**src/rtl/bpm_pkg.sv**
```systemverilog
package bpm_pkg;
  typedef enum logic [1:0] {
    CMD_LOCK   = 2'd0,
    CMD_UNLOCK = 2'd1,
    CMD_LDOWN  = 2'd2
  } cmd_e;
endpackage

```
**src/rtl/bpm_seq.sv**
```systemverilog
module bpm_seq
  import bpm_pkg::*;
#(
  parameter int                OPW       = 8,
  parameter int                AW        = 4,
  parameter logic [OPW-1:0]    OP_SETUP  = 8'h60,
  parameter logic [OPW-1:0]    OP_LOCK   = 8'h01,
  parameter logic [OPW-1:0]    OP_UNLOCK = 8'hD0,
  parameter logic [OPW-1:0]    OP_LDOWN  = 8'h2F
) (
  input  logic           clk,
  input  logic           rst,
  input  logic           wr_en,
  input  logic [OPW-1:0] wr_data,
  input  logic [AW-1:0]  wr_addr,
  output logic           cmd_vld,
  output cmd_e           cmd_kind,
  output logic [AW-1:0]  cmd_addr,
  output logic           seq_err
);
  logic armed;
  logic known;

  always_comb begin
    known    = 1'b1;
    cmd_kind = CMD_LOCK;
    if (wr_data == OP_LOCK)        cmd_kind = CMD_LOCK;
    else if (wr_data == OP_UNLOCK) cmd_kind = CMD_UNLOCK;
    else if (wr_data == OP_LDOWN)  cmd_kind = CMD_LDOWN;
    else                           known    = 1'b0;
    cmd_vld  = armed && wr_en && known;
    cmd_addr = wr_addr;
  end

  always_ff @(posedge clk) begin
    if (rst) begin
      armed   <= 1'b0;
      seq_err <= 1'b0;
    end else begin
      seq_err <= armed && wr_en && !known;
      if (wr_en) armed <= armed ? 1'b0 : (wr_data == OP_SETUP);
    end
  end
endmodule

```
**src/rtl/bpm_bits.sv**
```systemverilog
module bpm_bits
  import bpm_pkg::*;
#(
  parameter int NBLK = 16,
  parameter int AW   = 4
) (
  input  logic            clk,
  input  logic            rst,
  input  logic            wp,
  input  logic            cmd_vld,
  input  cmd_e            cmd_kind,
  input  logic [AW-1:0]   cmd_addr,
  output logic [NBLK-1:0] lk_vec,
  output logic [NBLK-1:0] ldn_vec,
  output logic [NBLK-1:0] permit
);
  for (genvar i = 0; i < NBLK; i++) begin : g_blk
    logic hit;
    logic frozen;
    assign hit    = cmd_vld && (cmd_addr == AW'(i));
    assign frozen = ldn_vec[i] && !wp;

    always_ff @(posedge clk) begin
      if (rst) begin
        lk_vec[i]  <= 1'b1;
        ldn_vec[i] <= 1'b0;
        permit[i]  <= 1'b0;
      end else begin
        permit[i] <= !lk_vec[i] && !frozen;
        if (hit && !frozen) begin
          case (cmd_kind)
            CMD_LOCK:   lk_vec[i] <= 1'b1;
            CMD_UNLOCK: lk_vec[i] <= 1'b0;
            CMD_LDOWN: begin
              lk_vec[i]  <= 1'b1;
              ldn_vec[i] <= 1'b1;
            end
            default: ;
          endcase
        end
      end
    end
  end
endmodule

```
**src/rtl/bpm_query.sv**
```systemverilog
module bpm_query #(
  parameter int NBLK = 16,
  parameter int AW   = 4
) (
  input  logic            clk,
  input  logic            rst,
  input  logic [AW-1:0]   q_addr,
  input  logic [NBLK-1:0] lk_vec,
  input  logic [NBLK-1:0] ldn_vec,
  output logic [1:0]      q_code
);
  always_ff @(posedge clk) begin
    if (rst)                         q_code <= 2'b01;
    else if (int'(q_addr) < NBLK)    q_code <= {ldn_vec[q_addr], lk_vec[q_addr]};
    else                             q_code <= 2'b00;
  end
endmodule

```
**src/rtl/blk_protect_mgr.sv**
```systemverilog
module blk_protect_mgr
  import bpm_pkg::*;
#(
  parameter int             NBLK      = 16,
  parameter int             AW        = $clog2(NBLK),
  parameter int             OPW       = 8,
  parameter logic [OPW-1:0] OP_SETUP  = 8'h60,
  parameter logic [OPW-1:0] OP_LOCK   = 8'h01,
  parameter logic [OPW-1:0] OP_UNLOCK = 8'hD0,
  parameter logic [OPW-1:0] OP_LDOWN  = 8'h2F
) (
  input  logic            clk,
  input  logic            rst,
  input  logic            wr_en,
  input  logic [OPW-1:0]  wr_data,
  input  logic [AW-1:0]   wr_addr,
  input  logic            wp,
  input  logic [AW-1:0]   q_addr,
  output logic [1:0]      q_code,
  output logic [NBLK-1:0] permit,
  output logic            seq_err
);
  logic            cmd_vld;
  cmd_e            cmd_kind;
  logic [AW-1:0]   cmd_addr;
  logic [NBLK-1:0] lk_vec;
  logic [NBLK-1:0] ldn_vec;

  bpm_seq #(
    .OPW(OPW), .AW(AW), .OP_SETUP(OP_SETUP), .OP_LOCK(OP_LOCK),
    .OP_UNLOCK(OP_UNLOCK), .OP_LDOWN(OP_LDOWN)
  ) u_seq (
    .clk(clk), .rst(rst), .wr_en(wr_en), .wr_data(wr_data), .wr_addr(wr_addr),
    .cmd_vld(cmd_vld), .cmd_kind(cmd_kind), .cmd_addr(cmd_addr), .seq_err(seq_err)
  );

  bpm_bits #(.NBLK(NBLK), .AW(AW)) u_bits (
    .clk(clk), .rst(rst), .wp(wp), .cmd_vld(cmd_vld), .cmd_kind(cmd_kind),
    .cmd_addr(cmd_addr), .lk_vec(lk_vec), .ldn_vec(ldn_vec), .permit(permit)
  );

  bpm_query #(.NBLK(NBLK), .AW(AW)) u_query (
    .clk(clk), .rst(rst), .q_addr(q_addr), .lk_vec(lk_vec), .ldn_vec(ldn_vec),
    .q_code(q_code)
  );
endmodule

```
**config.mk**
```make
export PLATFORM = sky130hd
export DESIGN_NAME = blk_protect_mgr
export DESIGN_NICKNAME = d
export VERILOG_FILES = /design/src/rtl/bpm_pkg.sv /design/src/rtl/bpm_seq.sv /design/src/rtl/bpm_bits.sv /design/src/rtl/bpm_query.sv /design/src/rtl/blk_protect_mgr.sv
export SDC_FILE = /design/constraint.sdc
export NUM_CORES = 1
export LEC_CHECK = 0
export BUFFER_PORTS_ARGS = -buffer_cell sky130_fd_sc_hd__buf_4
export CAP_MARGIN = 20
export CORE_ASPECT_RATIO = 1.25
export CORE_MARGIN = 2
export CORE_UTILIZATION = 50
export CTS_BUF_LIST = sky130_fd_sc_hd__clkbuf_4 sky130_fd_sc_hd__clkbuf_8 sky130_fd_sc_hd__clkbuf_16
export DETAILED_ROUTE_END_ITERATION = 8
export GPL_TIMING_DRIVEN = 0
export PLACE_DENSITY = 0.75
export REMOVE_ABC_BUFFERS = 1
export SLEW_MARGIN = 40
export SYNTH_ARGS = -nofsm -noshare
export SYNTH_HDL_FRONTEND = slang
export SYNTH_HIERARCHICAL = 1
export SYNTH_SLANG_ARGS = --single-unit
```
**constraint.sdc**
```tcl
create_clock -name clk -period 2.8 [get_ports clk]
set_input_delay 0.56 -clock clk [delete_from_list [all_inputs] [get_ports clk]]
set_output_delay 0.56 -clock clk [all_outputs]
set_load 0.01 [all_outputs]
```
==> impl_summary.md, run 1 <==
Timing
Setup slack closes at between 0.1 and 0.15 ns. The final-report max-slew violation count is 0. On the final layout, the worst hold slack is between 0.4 and 0.5 ns. The number of failing setup endpoints in the final timing report is 0. The highest clock frequency the design can meet is 0.3730 GHz.

The remaining max-slew budget at the tightest pin is about 52%. For the pin with the worst max-slew slack, the measured transition is around 0.71 ns. The final cycle utilization of the critical path is between 90% and 100%.

The clock arrives with 0.006129 ns of skew. The worst path needs approximately 2.7 ns of the cycle, external delays included. The final hold violation count is 0. For the final routed database, the setup TNS stands at 0 ns. Setup repair after global routing left no endpoint under its margin.

Critical path
The data required time of the worst path is ~3 ns. Among cell families on the critical path, the largest total delay comes from simple AND/OR/NAND/NOR gates. The largest single stage delay on the critical path is 0.54 ns. The slowest stage cell on the critical path is sky130_fd_sc_hd__or4b_1. The worst path buffer plus inverter count is 1.

The signal on the critical path passes through buf_4, or4b_1, or2_1, a21oi_2, nand2b_1, or4_1, a221o_1. The setup path with the least slack is of type primary input to register. STA classifies the critical path endpoint as a register. The critical path data arrival time is between 2 and 3 ns. In this run the worst path has a maximum fanout of 8.

The worst setup path is launched from a primary input.

Synthesis
In this run, synthesis produced a sequential element count of 52. In this run the biggest area consumer among cell types represents between 40 and 50% of the synthesized area. In the post-synthesis netlist, the biggest area contributors are sky130_fd_sc_hd__dfxtp_1 (43%), sky130_fd_sc_hd__nor2b_1 (5.2%), sky130_fd_sc_hd__nor2_1 (4.5%). In this run, distinct cell masters in the synthesized netlist total 41. Averaged over all synthesized cells, the footprint is approximately 9.9 um^2. Summed over all instances, the cell type with the most area after synthesis is sky130_fd_sc_hd__dfxtp_1. The cell count after synthesis is 242. The count of warnings emitted by yosys is 6.

The mapped cell area is 2404 um^2. Of the synthesized area, sequential elements account for about 43%.

Cells and area
The fraction of final layout cells sized beyond drive strength 1 is between 20% and 30%. Summing all non-filler instances in the final layout gives an area of between 2000 and 3000 um^2. The utilization after layout is roughly 58%. The area of combinational cells with multiple inputs is around 1200 um^2. In the final design database the tool counted a little under 300 nets. The post-layout instance count excluding filler cells is around 330. Compared with the post-synthesis result, the final layout area differs by 13.59%.

Fill cells in the final layout number roughly 420. The number of antenna diodes in the final layout is 0. The register area is between 1000 and 1500 um^2.

Global routing
The via count of the first global-routing pass came to approximately 1800. The first-pass GRT wire length is between 8000 and 9000 um. The largest net degree at the start of global routing is between 50 and 60. The number of antenna violations at the first check in global routing is 0. Across every metal layer, demand over resource in global routing totals 20.16%.

Summed over all layers, the global routing overflow is 0.

CTS
The H-tree was split into 2 levels. The number of setup buffers added after CTS is 0. TritonCTS built the clock tree.

The worst-skew pair later-pin latency is about 0.30 ns. The worst-case clock buffer depth is 2. The cell at the root of the clock tree is sky130_fd_sc_hd__clkbuf_8. The number of hold buffers added after CTS was 0. The clock edge transition at the registers on the reported setup and hold paths is 0.08 ns. Buffers inserted during clock tree synthesis total 5. The number of gates resized after CTS was 1.

The number of sinks handled by clock tree synthesis is 52.

Die
The total number of placement rows is 28. The floorplan die area is about 5400 um^2. The floorplan step set the die height to 81.52 um. The number of primary I/O pins is 39. From left edge to right edge, the die measures 66.02 um. The standard cell core area is ~4700 um^2. The initial cell density of the core is 51.20%.

Placement
During placement, the flow inserted port buffers numbering 38. Prior to clock tree synthesis, the placed netlist has a worst setup slack of -0.3587 ns. Routability-driven placement finished with a final weighted congestion of between 0.8 and 0.9. Counting tap cells, the placed design contains a total of 322 instances. Once placement finished, the instance area stood at approximately 2600 um^2. Once detailed placement completed, the half-perimeter wirelength came to roughly 3700 um.

Route
The number of nets still failing antenna checks after routing is 0. The first TritonRoute pass finished after 4 iterations. Summed over all layers, the routed wires come to between 5000 and 6000 um. The via count is just under 2000. In the routed design, unresolved DRC markers number 0. The detail-routed via count per cell is roughly 6.0. The detailed router finished its first iteration with approximately 220 violations.

After detailed routing, the average wire length per cell comes to approximately 16 um.

Job
The number of maximum-capacitance violations is 0.

Min path
The type of the most critical hold path is register to register.

Power and ir drop
In this run the power density over the cells is ~450 nW/um^2. The total power of the final layout is about 1.2 mW. IR analysis of the VDD net gives a maximum drop of ~0.00025 V. The analysis attributes to cell leakage a power of 1.023 nW.

Run status
The flow ran to the end, and the final reports show no timing, DRC or antenna violations.
-- kinds of logic (layout without fill, tap and decap cells) --
kind of cell | Yosys count | count (layout) | share of synthesized area (%)
AO/OA/AOI/OAI | 37 | 37 | 11.04
flip-flops | 52 | 52 | 43.31
multiplexers | 10 | 10 | 8.954
buffers and inverters | 19 | 46 | 5.205
AND/OR/NAND/NOR | 124 | 124 | 31.49
-- cells in the mapped netlist (all sizes together) --
cell and instances:
dfxtp 52, nor4b 5, or2 4, mux2i 2, nand2 2, nand3 1
inv 1, mux4 8, o22ai 1, a21oi 18, a21o 1, a211o 7
nand3b 11, nor3b 2, and4b 2, nor4 4, and4bb 1, a31o 1
a221o 9, nor4bb 2, or4b 1, or4 9, nand2b 4, and3b 2
nor2 29, nand4b 2, nand4 2, buf 11, and3 1, and2 1
clkbuf 7, nor3 19, nor2b 20
-- path summary, 6_finish.rpt --
check | from | to | slack [ns] | cells after the start
min | u_bits/lk_vec[7] | u_bits/permit[7] | 0.46 | 1
min reg2reg | u_bits/lk_vec[7] | u_bits/permit[7] | 0.46 | 1
max reg2reg | u_seq/armed | u_bits/lk_vec[0] | 0.91 | 5
max | wr_data[4] | u_bits/lk_vec[0] | 0.12 | 7
-- worst register-to-register path, cell delays in order, from the launching register on --
cell	delay, ns
sky130_fd_sc_hd__dfxtp_1	0.35
sky130_fd_sc_hd__nand2_1	0.09
sky130_fd_sc_hd__a21oi_2	0.28
sky130_fd_sc_hd__nand2b_1	0.19
sky130_fd_sc_hd__or4_1	0.53
sky130_fd_sc_hd__a221o_1	0.35
-- sequential cells by signal, summed over array words and instances, names as in the netlist --
register and count:
u_bits/permit 16, u_seq/seq_err 1, u_bits/lk_vec 16, u_query/q_code 2, u_bits/ldn_vec 16, u_seq/armed 1
-- per-layer routing --
layer | part of all wire (%) | up-vias | wire [um] | track usage [%]
met5 | 0 | - | 0 | 0
met2 | 50 | 63 | 2606 | 33.94
met3 | 4.7 | 8 | 241 | 3.562
li1 | - | 957 | - | -
met4 | 1.6 | 0 | 81 | 8.776
met1 | 43 | 960 | 2237 | 25.35
-- layout by cell type, fill, tap and decap left out, drive strengths merged --
master and n:
clkinv 1, a31o 1, mux4 8, and4b 2, nand2b 4, nor4b 5, nor2b 20, dfxtp 52
buf 38, nor2 29, mux2i 2, clkbuf 6, or4 9, nor3 19, nand4 2, nand2 2
nor4bb 2, o22ai 1, nor4 4, or2 4, and4bb 1, nor3b 2, a21o 1, inv 1
a21oi 18, and2 1, and3 1, nand3 1, a211o 7, a221o 9, nand4b 2, or4b 1
nand3b 11, and3b 2
-- power breakdown --
group | switching [mW] | internal (mW)
sequential | 0.000256 | 0.740
clock | 0.219 | 0.180
combinational | 0.0497 | 0.0337
-- final cells by class --
cell class / count / share of cell area (%)
Multi-Input combinational cell: 171 / 45.55
Sequential cell: 52 / 38.13
Timing Repair Buffer: 38 / 10.45
Clock buffer: 6 / 2.796
Tap cell: 60 / 2.750
Clock inverter: 1 / 0.1833
Inverter: 1 / 0.1375
(Power assumes the default switching activity.)
==> run 2, diff against run 1 <==
--- a/config.mk
+++ b/config.mk
@@ -13,7 +13,7 @@
 export CTS_BUF_LIST = sky130_fd_sc_hd__clkbuf_4 sky130_fd_sc_hd__clkbuf_8 sky130_fd_sc_hd__clkbuf_16
 export DETAILED_ROUTE_END_ITERATION = 8
 export GPL_TIMING_DRIVEN = 0
-export PLACE_DENSITY = 0.75
+export PLACE_DENSITY = 0.72
 export REMOVE_ABC_BUFFERS = 1
 export SLEW_MARGIN = 40
 export SYNTH_ARGS = -nofsm -noshare
==> constraint.sdc (replaced) <==
create_clock -name clk -period 3.3 [get_ports clk]
set_input_delay 0.66 -clock clk [delete_from_list [all_inputs] [get_ports clk]]
set_output_delay 0.66 -clock clk [all_outputs]
set_load 0.01 [all_outputs]
==> impl_summary.md, run 2 (synthesized netlist as in run 1, its figures left out) <==
Route
The number of nets still failing antenna checks after routing is 0 (unchanged). The final wirelength came to 5314 um (+2.8%). The count of routing violations after the opening detailed-route iteration is 140 (-36%). The average wire per standard cell is 16.10 um (+2.5%). The first-pass iteration count of the detailed router is 4 (unchanged). The DRC violation count after routing is 0 (unchanged). The via count came to 1952 (-1.8%). The detail-routed via count per cell came to 5.915 (-2.1%).

Critical path
The maximum fanout count along the critical path is 8 (unchanged). The data required time of the worst path is 3.49 ns (+0.50 ns). The worst register-to-register path ends at u_bits/lk_vec[0]. STA classifies the critical path endpoint as a register.

The timing endpoint of the critical path is u_bits/lk_vec[0]. The critical path data arrival time was 3.14 ns (+0.27 ns). The worst setup path is launched from a primary input. The minimum setup slack among reg-to-reg paths is 1.21 ns (+0.30 ns). The path depth of the worst reg2reg path is 5 (unchanged). The type of the worst setup path is primary input to register. The beginning of the worst register-to-register path is u_seq/armed. The critical path starts at wr_data[4].

Cells and area
The register area is 1041 um^2 (unchanged). In the layout the commonest cells are sky130_fd_sc_hd__dfxtp_1 (52), sky130_fd_sc_hd__buf_4 (38), sky130_fd_sc_hd__nor2_1 (28). The fraction of final layout cells sized beyond drive strength 1 was 20.74% (-0.077 points). The area of combinational cells with multiple inputs came to 1240 um^2 (-0.30%). The number of fill cells in the layout is 440 (+5.8%). The leading cell type in the layout, fill and taps excluded is sky130_fd_sc_hd__dfxtp_1. The layout net count is 289 (unchanged). The post-layout instance count excluding filler cells is 330 (+0.30%). The largest registers in the layout are u_bits/ldn_vec: 16 flops, u_bits/lk_vec: 16 flops, u_bits/permit: 16 flops. The growth of design area from synthesis to finish is 14.68%. The final antenna diode count was 0 (unchanged).

CTS
The tree is rooted in a sky130_fd_sc_hd__clkbuf_8. The clock edge transition at the registers on the reported setup and hold paths is 0.09 ns (about the same). The worst-case clock buffer depth is 2 (unchanged). The number of setup buffers added after CTS came to 0 (unchanged). The number of buffers inserted by hold repair at cts is 0 (unchanged). TritonCTS built the clock tree. The maximum level of the CTS H-tree is 2 (unchanged). The number of sinks handled by clock tree synthesis came to 52 (unchanged). The number of buffers added by the clock tree synthesis step is 5 (unchanged). The number of resized instances in the post-cts repair step is 0 (-1).

The worst-skew pair later-pin latency is 0.30 ns (about the same).

Timing
The accumulated negative setup slack is 0 ns (unchanged). Setup repair after global routing left no endpoint under its margin. The number of failing setup endpoints in the final timing report is 0 (unchanged). The final worst clock skew is 0.003644 ns (-0.002486 ns).

Counting I/O delays and the setup requirement, the final critical path takes 2.944 ns. The final hold violation count was 0 (unchanged). The final cycle utilization of the critical path is 89.20%. The remaining max-slew budget at the tightest pin is 49.88% (-2.2 points). The slew at the pin closest to its max-slew limit is 0.7418 ns (+0.03230 ns).

For this run, the top clock speed supported by timing is 0.3397 GHz. The final-report max-slew violation count is 0 (unchanged).

Placement
The port buffer count is 38 (unchanged). The cell count after placement is 322 (unchanged). The half-perimeter wire length after detailed placement is 3874 um (+4.9%). The global placer's final weighted congestion was 0.8212 (-1.0%).

Power and ir drop
The cell area power density is 408.9 nW/um^2 (-8.6%). The power share of the combinational group was 6.3% (-0.5 points). The switching share of power is 21.08% (-0.91 points). The part of the power in the clock network came to 38.0% (+5.4 points). The largest voltage drop on the vdd net is 0.0001865 V (-27%). The net load switching power is 0.2376 mW (-12%). The leakage component of the power is 1.037 nW (+1.4%). The part of the power in registers is 55.7% (-4.8 points).

The internal portion of total power is 0.8895 mW (-6.7%).

Die
The initial cell density of the core is 51.20% (unchanged). The floorplan die area was 5381 um^2 (unchanged). The standard cell core area is 4695 um^2 (unchanged). The number of primary I/O pins is 39 (unchanged). The total number of placement rows is 28 (unchanged). The die boundary width was 66.02 um (unchanged).

The chip height is 81.52 um (unchanged).

Global routing
The aggregate global-route resource usage is 20.82% (+0.65 points). The largest net degree at the start of global routing was 55 (unchanged). The met2 global-route usage is 34.34% (+0.40 points). The global routing stage identified its most utilized layer as met2. The first-pass GRT wire length is 8535 um (+2.0%).

The met1 track demand over resource came to 26.92% (+1.6 points). The number of antenna violations at the first check in global routing is 0 (unchanged). The global routing met3 resource utilization is 4.247% (+0.68 points).

The remaining global-route overflow came to 0 (unchanged). The via count of the first global-routing pass is 1776 (-0.39%).

Min path
The type of the most critical hold path is register to register.

Run status
The run finished with clean final reports.

Job
The number of maximum-capacitance violations is 0 (unchanged).
[run 2: cell type report]
| cell class | count | area share (%) |
|---|---|---|
| Tap cell | 60 | 2.724 |
| Timing Repair Buffer | 38 | 10.35 |
| Sequential cell | 52 | 37.77 |
| Inverter | 1 | 0.1362 |
| Clock inverter | 2 | 1.271 |
| Clock buffer | 6 | 2.769 |
| Multi-Input combinational cell | 171 | 44.98 |
[run 2: critical path, stage by stage]
cell                       delay (ns)
sky130_fd_sc_hd__buf_4           0.12
sky130_fd_sc_hd__or4b_1          0.54
sky130_fd_sc_hd__or2_1           0.26
sky130_fd_sc_hd__a21oi_1         0.44
sky130_fd_sc_hd__nand2b_1        0.23
sky130_fd_sc_hd__or4_1           0.54
sky130_fd_sc_hd__a221o_1         0.35
[run 2: worst min path at each step]
stage                           start           endpoint  slack, ns  cells after the start
floorplan            u_bits/lk_vec[0]   u_bits/permit[0]       0.42                      1
global placement     u_bits/lk_vec[4]   u_bits/permit[4]       0.44                      1
detailed placement  u_bits/lk_vec[13]  u_bits/permit[13]       0.44                      1
CTS                  u_bits/lk_vec[4]   u_bits/permit[4]       0.46                      1
global route         u_bits/lk_vec[7]   u_bits/permit[7]       0.48                      1
finish              u_bits/lk_vec[11]  u_bits/permit[11]       0.46                      1
[run 2: power groups by stage]
stage	registers (mW)	clock network (mW)	logic, mW
global route	0.628	0.474	0.0775
CTS	0.628	0.441	0.0707
floorplan	0.643	0	0.0208
global placement	0.643	0	0.0693
detailed placement	0.643	0	0.0706
finish	0.628	0.429	0.0706
[run 2: routing by layer]
metal | up-vias | routed length, um
met5 | - | 0
met1 | 908 | 2297
met2 | 73 | 2608
met4 | 0 | 104
met3 | 10 | 303
li1 | 961 | -
[run 2: per-stage QoR]
step                      instance area (um^2)  total power, mW  utilization [%]  setup WS (ns)  hold slack, ns
after floorplan                           2282           0.6638                -         0.4409          0.4160
after global placement                    2643           0.7118            56.29         0.1379          0.4381
after detailed placement                  2645           0.7131            56.34        0.05293          0.4424
after CTS                                 2756            1.140            58.72         0.3817          0.4620
after global routing                      2756            1.180            58.72         0.2217          0.4847
final                                     2756            1.127            58.72         0.3564          0.4571
